===== config.mk =====
export PLATFORM = sky130hd
export DESIGN_NAME = fse_engine
export DESIGN_NICKNAME = d
export VERILOG_FILES = /design/src/rtl/fse_pkg.sv /design/src/rtl/fse_circuit.sv /design/src/rtl/fse_vecmem.sv /design/src/rtl/fse_seq.sv /design/src/rtl/fse_score.sv /design/src/rtl/fse_engine.sv
export SDC_FILE = /design/constraint.sdc
export NUM_CORES = 1
export LEC_CHECK = 0
export BUFFER_PORTS_ARGS = -buffer_cell sky130_fd_sc_hd__buf_2
export CAP_MARGIN = 20
export CORE_UTILIZATION = 52
export CTS_CLUSTER_DIAMETER = 40
export DETAILED_ROUTE_END_ITERATION = 16
export HOLD_SLACK_MARGIN = 0.1
export PLACE_DENSITY = 0.85
export SLEW_MARGIN = 20
export SYNTH_ARGS = -nofsm -noshare
export SYNTH_HDL_FRONTEND = slang
export SYNTH_SLANG_ARGS = --single-unit

===== constraint.sdc =====
create_clock -name clk -period 3.92 [get_ports clk]
set_input_delay 0.784 -clock clk [delete_from_list [all_inputs] [get_ports clk]]
set_output_delay 0.784 -clock clk [all_outputs]
set_load 0.03 [all_outputs]

===== src/rtl/fse_pkg.sv =====
`timescale 1ns/1ps
package fse_pkg;

   localparam int NUM_NETS   = 6;
   localparam int NUM_FAULTS = 2 * NUM_NETS;
   localparam int CODE_W     = $clog2(NUM_FAULTS + 1);
   localparam int CNT_W      = $clog2(NUM_FAULTS + 1);
   localparam logic [CODE_W-1:0] NO_FAULT = {CODE_W{1'b1}};

   // net index occupies code[CODE_W-1:1]; stuck value is code[0]
   typedef enum logic [CODE_W-2:0] {
      NET_A  = 0,
      NET_B  = 1,
      NET_C  = 2,
      NET_AB = 3,
      NET_BC = 4,
      NET_F  = 5
   } net_e;

   typedef enum logic [1:0] {
      ST_IDLE,
      ST_RUN,
      ST_FLUSH,
      ST_DONE
   } seq_st_e;

   // Returns the forced value when the code selects this net, else the natural one.
   function automatic logic pin_net(logic natural, logic [CODE_W-1:0] code, net_e net);
      if ((code < CODE_W'(NUM_FAULTS)) && (code[CODE_W-1:1] == net))
         return code[0];
      return natural;
   endfunction

endpackage


===== src/rtl/fse_circuit.sv =====
`timescale 1ns/1ps
module fse_circuit
   import fse_pkg::*;
#(
   parameter bit INJECT = 1'b1
) (
   input  logic [2:0]        vec,
   input  logic [CODE_W-1:0] code,
   output logic              f
);

   generate
      if (INJECT) begin : g_shadow
         logic a, b, c, ab, bc;
         always_comb begin
            a  = pin_net(vec[2], code, NET_A);
            b  = pin_net(vec[1], code, NET_B);
            c  = pin_net(vec[0], code, NET_C);
            ab = pin_net(a & b,  code, NET_AB);
            bc = pin_net(b & c,  code, NET_BC);
            f  = pin_net(ab ^ bc, code, NET_F);
         end
      end else begin : g_golden
         logic unused_code;
         assign unused_code = ^code;
         assign f = (vec[2] & vec[1]) ^ (vec[1] & vec[0]);
      end
   endgenerate

endmodule


===== src/rtl/fse_vecmem.sv =====
`timescale 1ns/1ps
module fse_vecmem #(
   parameter int DEPTH = 8,
   parameter int AW    = 3
) (
   input  logic          clk,
   input  logic          wr_en,
   input  logic [AW-1:0] wr_addr,
   input  logic [2:0]    wr_data,
   input  logic [AW-1:0] rd_addr,
   output logic [2:0]    rd_data
);

   logic [2:0] mem [DEPTH];

   always_ff @(posedge clk) begin
      if (wr_en && (32'(wr_addr) < DEPTH))
         mem[wr_addr] <= wr_data;
   end

   assign rd_data = mem[rd_addr];

endmodule


===== src/rtl/fse_seq.sv =====
`timescale 1ns/1ps
module fse_seq
   import fse_pkg::*;
#(
   parameter int NUM_VEC = 8,
   parameter int AW      = 3,
   parameter int CW      = 4
) (
   input  logic              clk,
   input  logic              rst_n,
   input  logic              start,
   input  logic [CW-1:0]     vec_count,
   output logic [AW-1:0]     rd_addr,
   output logic [CODE_W-1:0] code,
   output logic              apply,
   output logic              clr,
   output logic              busy,
   output logic              done
);

   seq_st_e           st_q;
   logic [CW-1:0]     n_q;
   logic [CW-1:0]     n_eff;
   logic [AW-1:0]     vec_q;
   logic [CODE_W-1:0] flt_q;
   logic              start_ok;
   logic              last_vec;
   logic              last_flt;

   assign n_eff    = (vec_count > CW'(NUM_VEC)) ? CW'(NUM_VEC) : vec_count;
   assign start_ok = start && ((st_q == ST_IDLE) || (st_q == ST_DONE));
   assign last_vec = (CW'(vec_q) == (n_q - 1'b1));
   assign last_flt = (flt_q == CODE_W'(NUM_FAULTS - 1));

   always_ff @(posedge clk or negedge rst_n) begin
      if (!rst_n) begin
         st_q  <= ST_IDLE;
         n_q   <= '0;
         vec_q <= '0;
         flt_q <= '0;
      end else begin
         case (st_q)
            ST_RUN: begin
               if (last_vec) begin
                  vec_q <= '0;
                  if (last_flt) st_q  <= ST_FLUSH;
                  else          flt_q <= flt_q + 1'b1;
               end else begin
                  vec_q <= vec_q + 1'b1;
               end
            end
            ST_FLUSH: st_q <= ST_DONE;
            default: begin
               if (start_ok) begin
                  n_q   <= n_eff;
                  vec_q <= '0;
                  flt_q <= '0;
                  st_q  <= (n_eff == '0) ? ST_FLUSH : ST_RUN;
               end
            end
         endcase
      end
   end

   assign clr     = start_ok;
   assign apply   = (st_q == ST_RUN);
   assign code    = apply ? flt_q : NO_FAULT;
   assign rd_addr = vec_q;
   assign busy    = (st_q == ST_RUN) || (st_q == ST_FLUSH);
   assign done    = (st_q == ST_DONE);

endmodule


===== src/rtl/fse_score.sv =====
`timescale 1ns/1ps
module fse_score
   import fse_pkg::*;
(
   input  logic                  clk,
   input  logic                  rst_n,
   input  logic                  clr,
   input  logic                  valid,
   input  logic [CODE_W-1:0]     code,
   input  logic                  good,
   input  logic                  bad,
   output logic [NUM_FAULTS-1:0] mask,
   output logic [CNT_W-1:0]      count
);

   logic              valid_q;
   logic [CODE_W-1:0] code_q;
   logic              good_q;
   logic              bad_q;

   // both copies registered on the same edge before comparison
   always_ff @(posedge clk or negedge rst_n) begin
      if (!rst_n) begin
         valid_q <= 1'b0;
         code_q  <= NO_FAULT;
         good_q  <= 1'b0;
         bad_q   <= 1'b0;
      end else begin
         valid_q <= valid;
         code_q  <= code;
         good_q  <= good;
         bad_q   <= bad;
      end
   end

   generate
      for (genvar i = 0; i < NUM_FAULTS; i++) begin : g_flag
         always_ff @(posedge clk or negedge rst_n) begin
            if (!rst_n)
               mask[i] <= 1'b0;
            else if (clr)
               mask[i] <= 1'b0;
            else if (valid_q && (good_q != bad_q) && (code_q == CODE_W'(i)))
               mask[i] <= 1'b1;
         end
      end
   endgenerate

   always_comb begin
      count = '0;
      for (int i = 0; i < NUM_FAULTS; i++)
         count = count + CNT_W'(mask[i]);
   end

endmodule


===== src/rtl/fse_engine.sv =====
`timescale 1ns/1ps
module fse_engine
   import fse_pkg::*;
#(
   parameter  int NUM_VEC = 8,
   localparam int AW      = (NUM_VEC > 1) ? $clog2(NUM_VEC) : 1,
   localparam int CW      = $clog2(NUM_VEC + 1)
) (
   input  logic                  clk,
   input  logic                  rst_n,
   input  logic                  vec_wr_en,
   input  logic [AW-1:0]         vec_wr_addr,
   input  logic [2:0]            vec_wr_data,
   input  logic [CW-1:0]         vec_count,
   input  logic                  start,
   output logic                  busy,
   output logic                  done,
   output logic [NUM_FAULTS-1:0] detected_mask,
   output logic [CNT_W-1:0]      detected_count,
   output logic [CNT_W-1:0]      total_faults
);

   generate
      if (NUM_VEC < 1) begin : g_bad_depth
         $error("fse_engine: NUM_VEC must be at least 1");
      end
      if (CODE_W < 2) begin : g_bad_code
         $error("fse_engine: fault code too narrow");
      end
   endgenerate

   logic [AW-1:0]     rd_addr;
   logic [2:0]        cur_vec;
   logic [CODE_W-1:0] code;
   logic              apply;
   logic              clr;
   logic              f_good;
   logic              f_bad;

   fse_vecmem #(.DEPTH(NUM_VEC), .AW(AW)) u_mem (
      .clk     (clk),
      .wr_en   (vec_wr_en),
      .wr_addr (vec_wr_addr),
      .wr_data (vec_wr_data),
      .rd_addr (rd_addr),
      .rd_data (cur_vec)
   );

   fse_seq #(.NUM_VEC(NUM_VEC), .AW(AW), .CW(CW)) u_seq (
      .clk       (clk),
      .rst_n     (rst_n),
      .start     (start),
      .vec_count (vec_count),
      .rd_addr   (rd_addr),
      .code      (code),
      .apply     (apply),
      .clr       (clr),
      .busy      (busy),
      .done      (done)
   );

   fse_circuit #(.INJECT(1'b0)) u_golden (
      .vec  (cur_vec),
      .code (code),
      .f    (f_good)
   );

   fse_circuit #(.INJECT(1'b1)) u_shadow (
      .vec  (cur_vec),
      .code (code),
      .f    (f_bad)
   );

   fse_score u_score (
      .clk   (clk),
      .rst_n (rst_n),
      .clr   (clr),
      .valid (apply),
      .code  (code),
      .good  (f_good),
      .bad   (f_bad),
      .mask  (detected_mask),
      .count (detected_count)
   );

   assign total_faults = CNT_W'(NUM_FAULTS);

endmodule


==> results_dict.tcl, run 1 <==
set metrics [dict create \
    status "complete, but fails checks" \
    failed_checks "setup timing" \
    portBuffers 31 \
    dr.pass1.iters 4 \
    syn_to_final_growth_pct 11.3 \
    cp_max_fo 2 \
    gr-total-overflow 0 \
    yosys.area.top_type "edfxtp_1" \
    finalCritPeriodShare_pct 110 \
    ys_top_cells_by_area "edfxtp_1, dfrtp_1, mux2i_1, fa_1, ha_1" \
    cts_tree "yes" \
    viasPerCell 5.52 \
    hold_viol_final 0 \
    hold_class "in2async" \
    stdcell_area_sq_mm 0.00335 \
    die_area_sq_mm 0.00610 \
    clock_sinks 56 \
    core_region_area_sq_mm 0.00554 \
    final_max_slew_viol_count 0 \
    setup_ws_ps -401 \
    place_area_sq_mm 0.00319 \
    fillerInstances 457 \
    syn-cell-area_sq_mm 0.00301 \
    netlist_instances 266 \
    antenna_found_initial 0 \
    drive_gt1_share_pct 21.4 \
    period_needed_ps 4320 \
    ys_top_cells_by_count "dfrtp_1, inv_1, nor2_1, edfxtp_1, nand2_1" \
    ff_latch_area_sq_mm 0.00153 \
    clockRootBuffer "clkbuf_8" \
    ant_nets 0 \
    num_vias 2027 \
    post-cts-setup-buffers 0 \
    cp.buffers_inverters 5 \
    worstPathRequired_ps 3140 \
    tightest_slew_ps 808 \
    wl_per_cell_um 15.5 \
    synth.most_common_cell "dfrtp_1" \
    setup_viol 4 \
    synth_area_per_cell_sq_um 11.3 \
    ys.flop_type "dfrtp_1" \
    peakVddDrop_mv 0.365 \
    clock_latency_ps 320 \
    drc 0 \
    path_class "reg2out" \
    yosysWarnings 0 \
    worstSetupEndpointType "output pin" \
    ys_types 52 \
    cts_max_path_buffers 2 \
    synth_edf_count 24 \
    skew_ps 10.1 \
    multi_input_comb_area_sq_mm 0.00132 \
    async_flop_share_pct 57.1 \
    drt_iter0_drc 66 \
    slowest_delay_ps 490 \
    cap_violations 0 \
    die_w_um 78.1 \
    die_h_um 78.1 \
    cp_top_family "adder cells" \
    layout.nets 325 \
    critPathLaunchType "flip-flop" \
    initial_core_util_pct 54.3 \
    ios 36 \
    grt_max_degree 33 \
    crit_slowest_cell "fa_1" \
    globalplace.congestion 0.788 \
    dpl.hpwl_um 4090 \
    hold_slack_ps 494 \
    powerDensity_mw_per_mm2 600 \
    leakagePower_nw 1.49 \
    grt_pass1_vias 2086 \
    num_rows 27 \
    grt_pass1_wl_um 9490 \
    grt_usage_pct 20.5 \
    synth_top_area_share_pct 23.9 \
    synth_seq_area_share_pct 50.7 \
    htree_levels 2 \
    insertedDiodeCount 0 \
    drt-total-wl_um 5710 \
    path_cells "ha_4 -> inv_2 -> fa_1 -> fa_1 -> fa_1 -> inv_1 -> fa_2 -> inv_2 -> fa_2 -> inv_2 -> buf_6" \
    ys_ff_latch 56 \
    numCtsBuffers 5 \
    timing.fmax_mhz 231 \
    crit_arrival_ps 3540 \
    slew_headroom_pct 46.2 \
    grt_setup_unrepaired "true" \
    clkTransAtPathRegs_ps 110 \
]
layer usage:
| layer | part of all wire [%] | vias to the layer above | global-route usage, % |
|---|---|---|---|
| met1 | 41 | 986 | 23.7 |
| met2 | 53 | 53 | 37.3 |
| met3 | 3.8 | 11 | 3.95 |
| met5 | 0 | - | 0 |
| li1 | - | 977 | - |
| met4 | 1.9 | 0 | 8.15 |
worst register-to-register path: cells and delay by family (launching register included):
family	cells	cell delay, ps
AO/OA/AOI/OAI	2	440
flip-flops	1	880
AND/OR/NAND/NOR	1	200
multiplexers	2	730
sequential cells by signal, indices dropped and copies added, names as in the netlist:
register / flops
u_mem.mem: 24
u_score.mask: 12
u_seq.n_q: 4
u_score.valid_q: 1
u_seq.rd_addr: 3
u_seq.flt_q: 4
u_score.good_q: 1
u_score.code_q: 4
u_score.bad_q: 1
u_seq.st_q: 2
final timing paths:
| kind | endpoint | cells past startpoint | startpoint | slack, ps |
|---|---|---|---|---|
| worst min-delay path | u_score.mask[4] | 1 | rst_n | 490 |
| worst max register to register | u_score.bad_q | 5 | u_seq.rd_addr[0] | 1580 |
| min in group clk | u_seq.n_q[3] | 2 | u_seq.n_q[3] | 550 |
| worst min register to register | u_seq.n_q[3] | 2 | u_seq.n_q[3] | 550 |
| worst max-delay path | detected_count[1] | 11 | u_score.mask[0] | -400 |
| max in group asynchronous | u_score.mask[1] | 1 | rst_n | 2940 |
cells by family after synthesis:
logic type	Yosys count	synth area share, %
buffers and inverters	40	6.86
and+or+nand+nor	84	14.3
xor gates and xnor gates	8	2.83
muxes	19	7.19
DFF	56	50.7
AOI/OAI and AO/OA	40	9.10
adders and majority gates	17	8.81
other	2	0.249
cell type report:
type | count | area share [%]
Sequential cell | 56 | 45.6
Multi-Input combinational cell | 172 | 39.4
Timing Repair Buffer | 33 | 5.82
Inverter | 26 | 2.91
Tap cell | 72 | 2.69
Clock buffer | 5 | 2.05
Clock inverter | 3 | 1.49
stage by stage:
step	setup TNS [ps]	util [%]	setup WS [ps]	instances	total power [mW]
finish	-923	60.5	-401	367	2.01
floorplan	-86.9	-	-45.8	268	1.48
CTS	-958	60.5	-407	367	2.02
global route	-1290	60.5	-509	367	2.13
detailed placement	-180	57.6	-96.2	359	1.60
global placement	-59.6	57.6	-35.2	359	1.56
placed cells by master, fill, tap and decap left out, drive strengths merged, types with 9 or more instances in the layout:
| cell | n |
|---|---|
| nor3 | 9 |
| buf | 33 |
| a21oi | 9 |
| ha | 10 |
| dfrtp | 28 |
| nand2 | 17 |
| edfxtp | 24 |
| mux2i | 16 |
| nor2 | 25 |
| inv | 28 |
power breakdown:
part	internal [mW]	total (mW)	leakage, nW	switching (mW)
Combinational	0.334	0.746	0.801	0.412
Sequential	0.715	0.864	0.632	0.149
Clock	0.197	0.403	0.0607	0.206
Total	1.25	2.01	1.49	0.766
repair_timing:
item / CTS / global route
hold buffers: 0 / 0
pin swaps: 1 / 1
endpoints found under the setup margin: 4 / 4
gates resized for setup: 11 / 0
Power figures use the tool's default switching activity.
==> run 2: changes to the inputs <==
- MAX_ROUTING_LAYER: unset -> met4
==> results_dict.tcl, run 2 (synthesized netlist as in run 1, its figures left out) <==
set metrics [dict create \
    cts_max_path_buffers 2 \
    grt_pass1_vias 2087 \
    fillerInstances 457 \
    p_sw_share_pct 38.0 \
    grt_setup_unrepaired "true" \
    worstPathRequired_ps 3140 \
    clkTransAtPathRegs_ps 110 \
    top_register "u_mem.mem" \
    clock_sinks 56 \
    globalplace.congestion 0.799 \
    syn_to_final_growth_pct 11.3 \
    powerDensity_mw_per_mm2 600 \
    final_common_cell "buf_2" \
    grt_usage_pct 21.1 \
    path_class "reg2out" \
    die_h_um 78.1 \
    finalCritPeriodShare_pct 110 \
    failed_checks "setup timing" \
    cap_violations 0 \
    ios 36 \
    seq_power_share_pct 42.9 \
    final_util_pct 60.5 \
    ant_nets 0 \
    die_area_sq_mm 0.00610 \
    slew_headroom_pct 45.9 \
    drc 0 \
    largest_register_ffs 24 \
    final_cell_mix "buf_2, dfrtp_1, nor2_1" \
    startpoint "u_score.mask[0]" \
    cp_max_fo 2 \
    die_w_um 78.1 \
    peakVddDrop_mv 0.363 \
    clockPowerShare_pct 20.1 \
    p_sw_uw 765 \
    tightest_slew_ps 811 \
    viasPerCell 5.53 \
    antenna_found_initial 0 \
    numCtsBuffers 5 \
    combPwrFrac_pct 37.0 \
    skew_ps 10.5 \
    p_int_mw 1.25 \
    cts_tree "yes" \
    grt_pass1_wl_um 9490 \
    timing.fmax_mhz 231 \
    r2r-start "u_seq.rd_addr[0]" \
    final_max_slew_viol_count 0 \
    dr.pass1.iters 5 \
    grt_max_degree 33 \
    rrSetupSlack_ps 1580 \
    core_region_area_sq_mm 0.00554 \
    hold_viol_final 0 \
    setup_viol 4 \
    setup.worst_path.end "detected_count[1]" \
    clockRootBuffer "clkbuf_8" \
    wl_per_cell_um 15.6 \
    drive_gt1_share_pct 21.4 \
    htree_levels 2 \
    layout.nets 325 \
    crit_arrival_ps 3540 \
    leakagePower_nw 1.49 \
    num_vias 2031 \
    portBuffers 31 \
    drt-total-wl_um 5720 \
    worstSetupEndpointType "output pin" \
    status "complete, but fails checks" \
    insertedDiodeCount 0 \
    dpl.hpwl_um 4090 \
    pre_cts_slack_ps -96.2 \
    r2r_cells 5 \
    clock_latency_ps 320 \
    initial_core_util_pct 54.3 \
    drt_iter0_drc 76 \
    cts_hold_buf 0 \
    num_rows 27 \
    hold_class "in2async" \
    setup_ws_ps -402 \
    setup_tns_ps -929 \
    period_needed_ps 4320 \
    gr-total-overflow 0 \
    largestRegisters "u_mem.mem: 24 flops, u_score.mask: 12 flops" \
    rr_endpoint "u_score.bad_q" \
    critPathLaunchType "flip-flop" \
]
run 2: per-layer routing:
metal | routed length [um] | share of wire, % | global-route usage [%] | vias up
met4 | 107 | 1.9 | 8.15 | 0
met5 | 0 | 0 | - | -
met1 | 2380 | 42 | 23.6 | 987
li1 | - | - | - | 978
met2 | 3020 | 53 | 37.3 | 56
met3 | 217 | 3.8 | 3.95 | 10
run 2: timing repair:
action / 4_1_cts / 5_1_grt
gates resized for setup: 11 / 0
pin swaps: 1 / 1
buffers inserted: 0 / 0
setup endpoints to repair: 4 / 4
run 2: worst max-delay path, stage by stage (launching register included):
cell	delay (ps)
dfrtp_2	440
ha_4	270
inv_2	30
fa_1	480
fa_1	430
fa_1	490
inv_1	50
fa_2	340
inv_2	70
fa_2	430
inv_2	60
buf_6	120
run 2: power by group through the flow:
| stage | clock network [mW] | registers, mW | logic, mW |
|---|---|---|---|
| CTS | 0.409 | 0.861 | 0.746 |
| finish | 0.404 | 0.863 | 0.745 |
| global placement | 0 | 0.866 | 0.696 |
| floorplan | 0 | 0.792 | 0.692 |
| global route | 0.429 | 0.880 | 0.822 |
| detailed placement | 0 | 0.871 | 0.725 |
run 2: cell type report:
class | count | area [sq um] | area share (%)
Clock buffer | 5 | 68.8 | 2.05
Timing Repair Buffer | 33 | 195 | 5.82
Multi-Input combinational cell | 172 | 1320 | 39.4
Tap cell | 72 | 90.1 | 2.69
Inverter | 26 | 97.6 | 2.91
Sequential cell | 56 | 1530 | 45.6
Clock inverter | 3 | 50.0 | 1.49
run 2: metrics by stage:
| stage | cell area (sq um) | hold WS, ps | cells | power, mW |
|---|---|---|---|---|
| finish | 3350 | 492 | 367 | 2.01 |
| global route | 3350 | 542 | 367 | 2.13 |
| CTS | 3350 | 515 | 367 | 2.02 |
| detailed placement | 3190 | 504 | 359 | 1.60 |
| global placement | 3190 | 481 | 359 | 1.56 |
| floorplan | 3040 | 466 | 268 | 1.48 |
run 2: worst min path at each step:
stage / from / cells after the start / to
final: rst_n / 1 / u_score.mask[4]
after global routing: rst_n / 1 / u_score.mask[0]
after CTS: rst_n / 1 / u_score.mask[7]
after detailed placement: u_seq.n_q[3] / 2 / u_seq.n_q[3]
after global placement: u_seq.n_q[3] / 2 / u_seq.n_q[3]
after floorplan: u_seq.n_q[3] / 2 / u_seq.n_q[3]
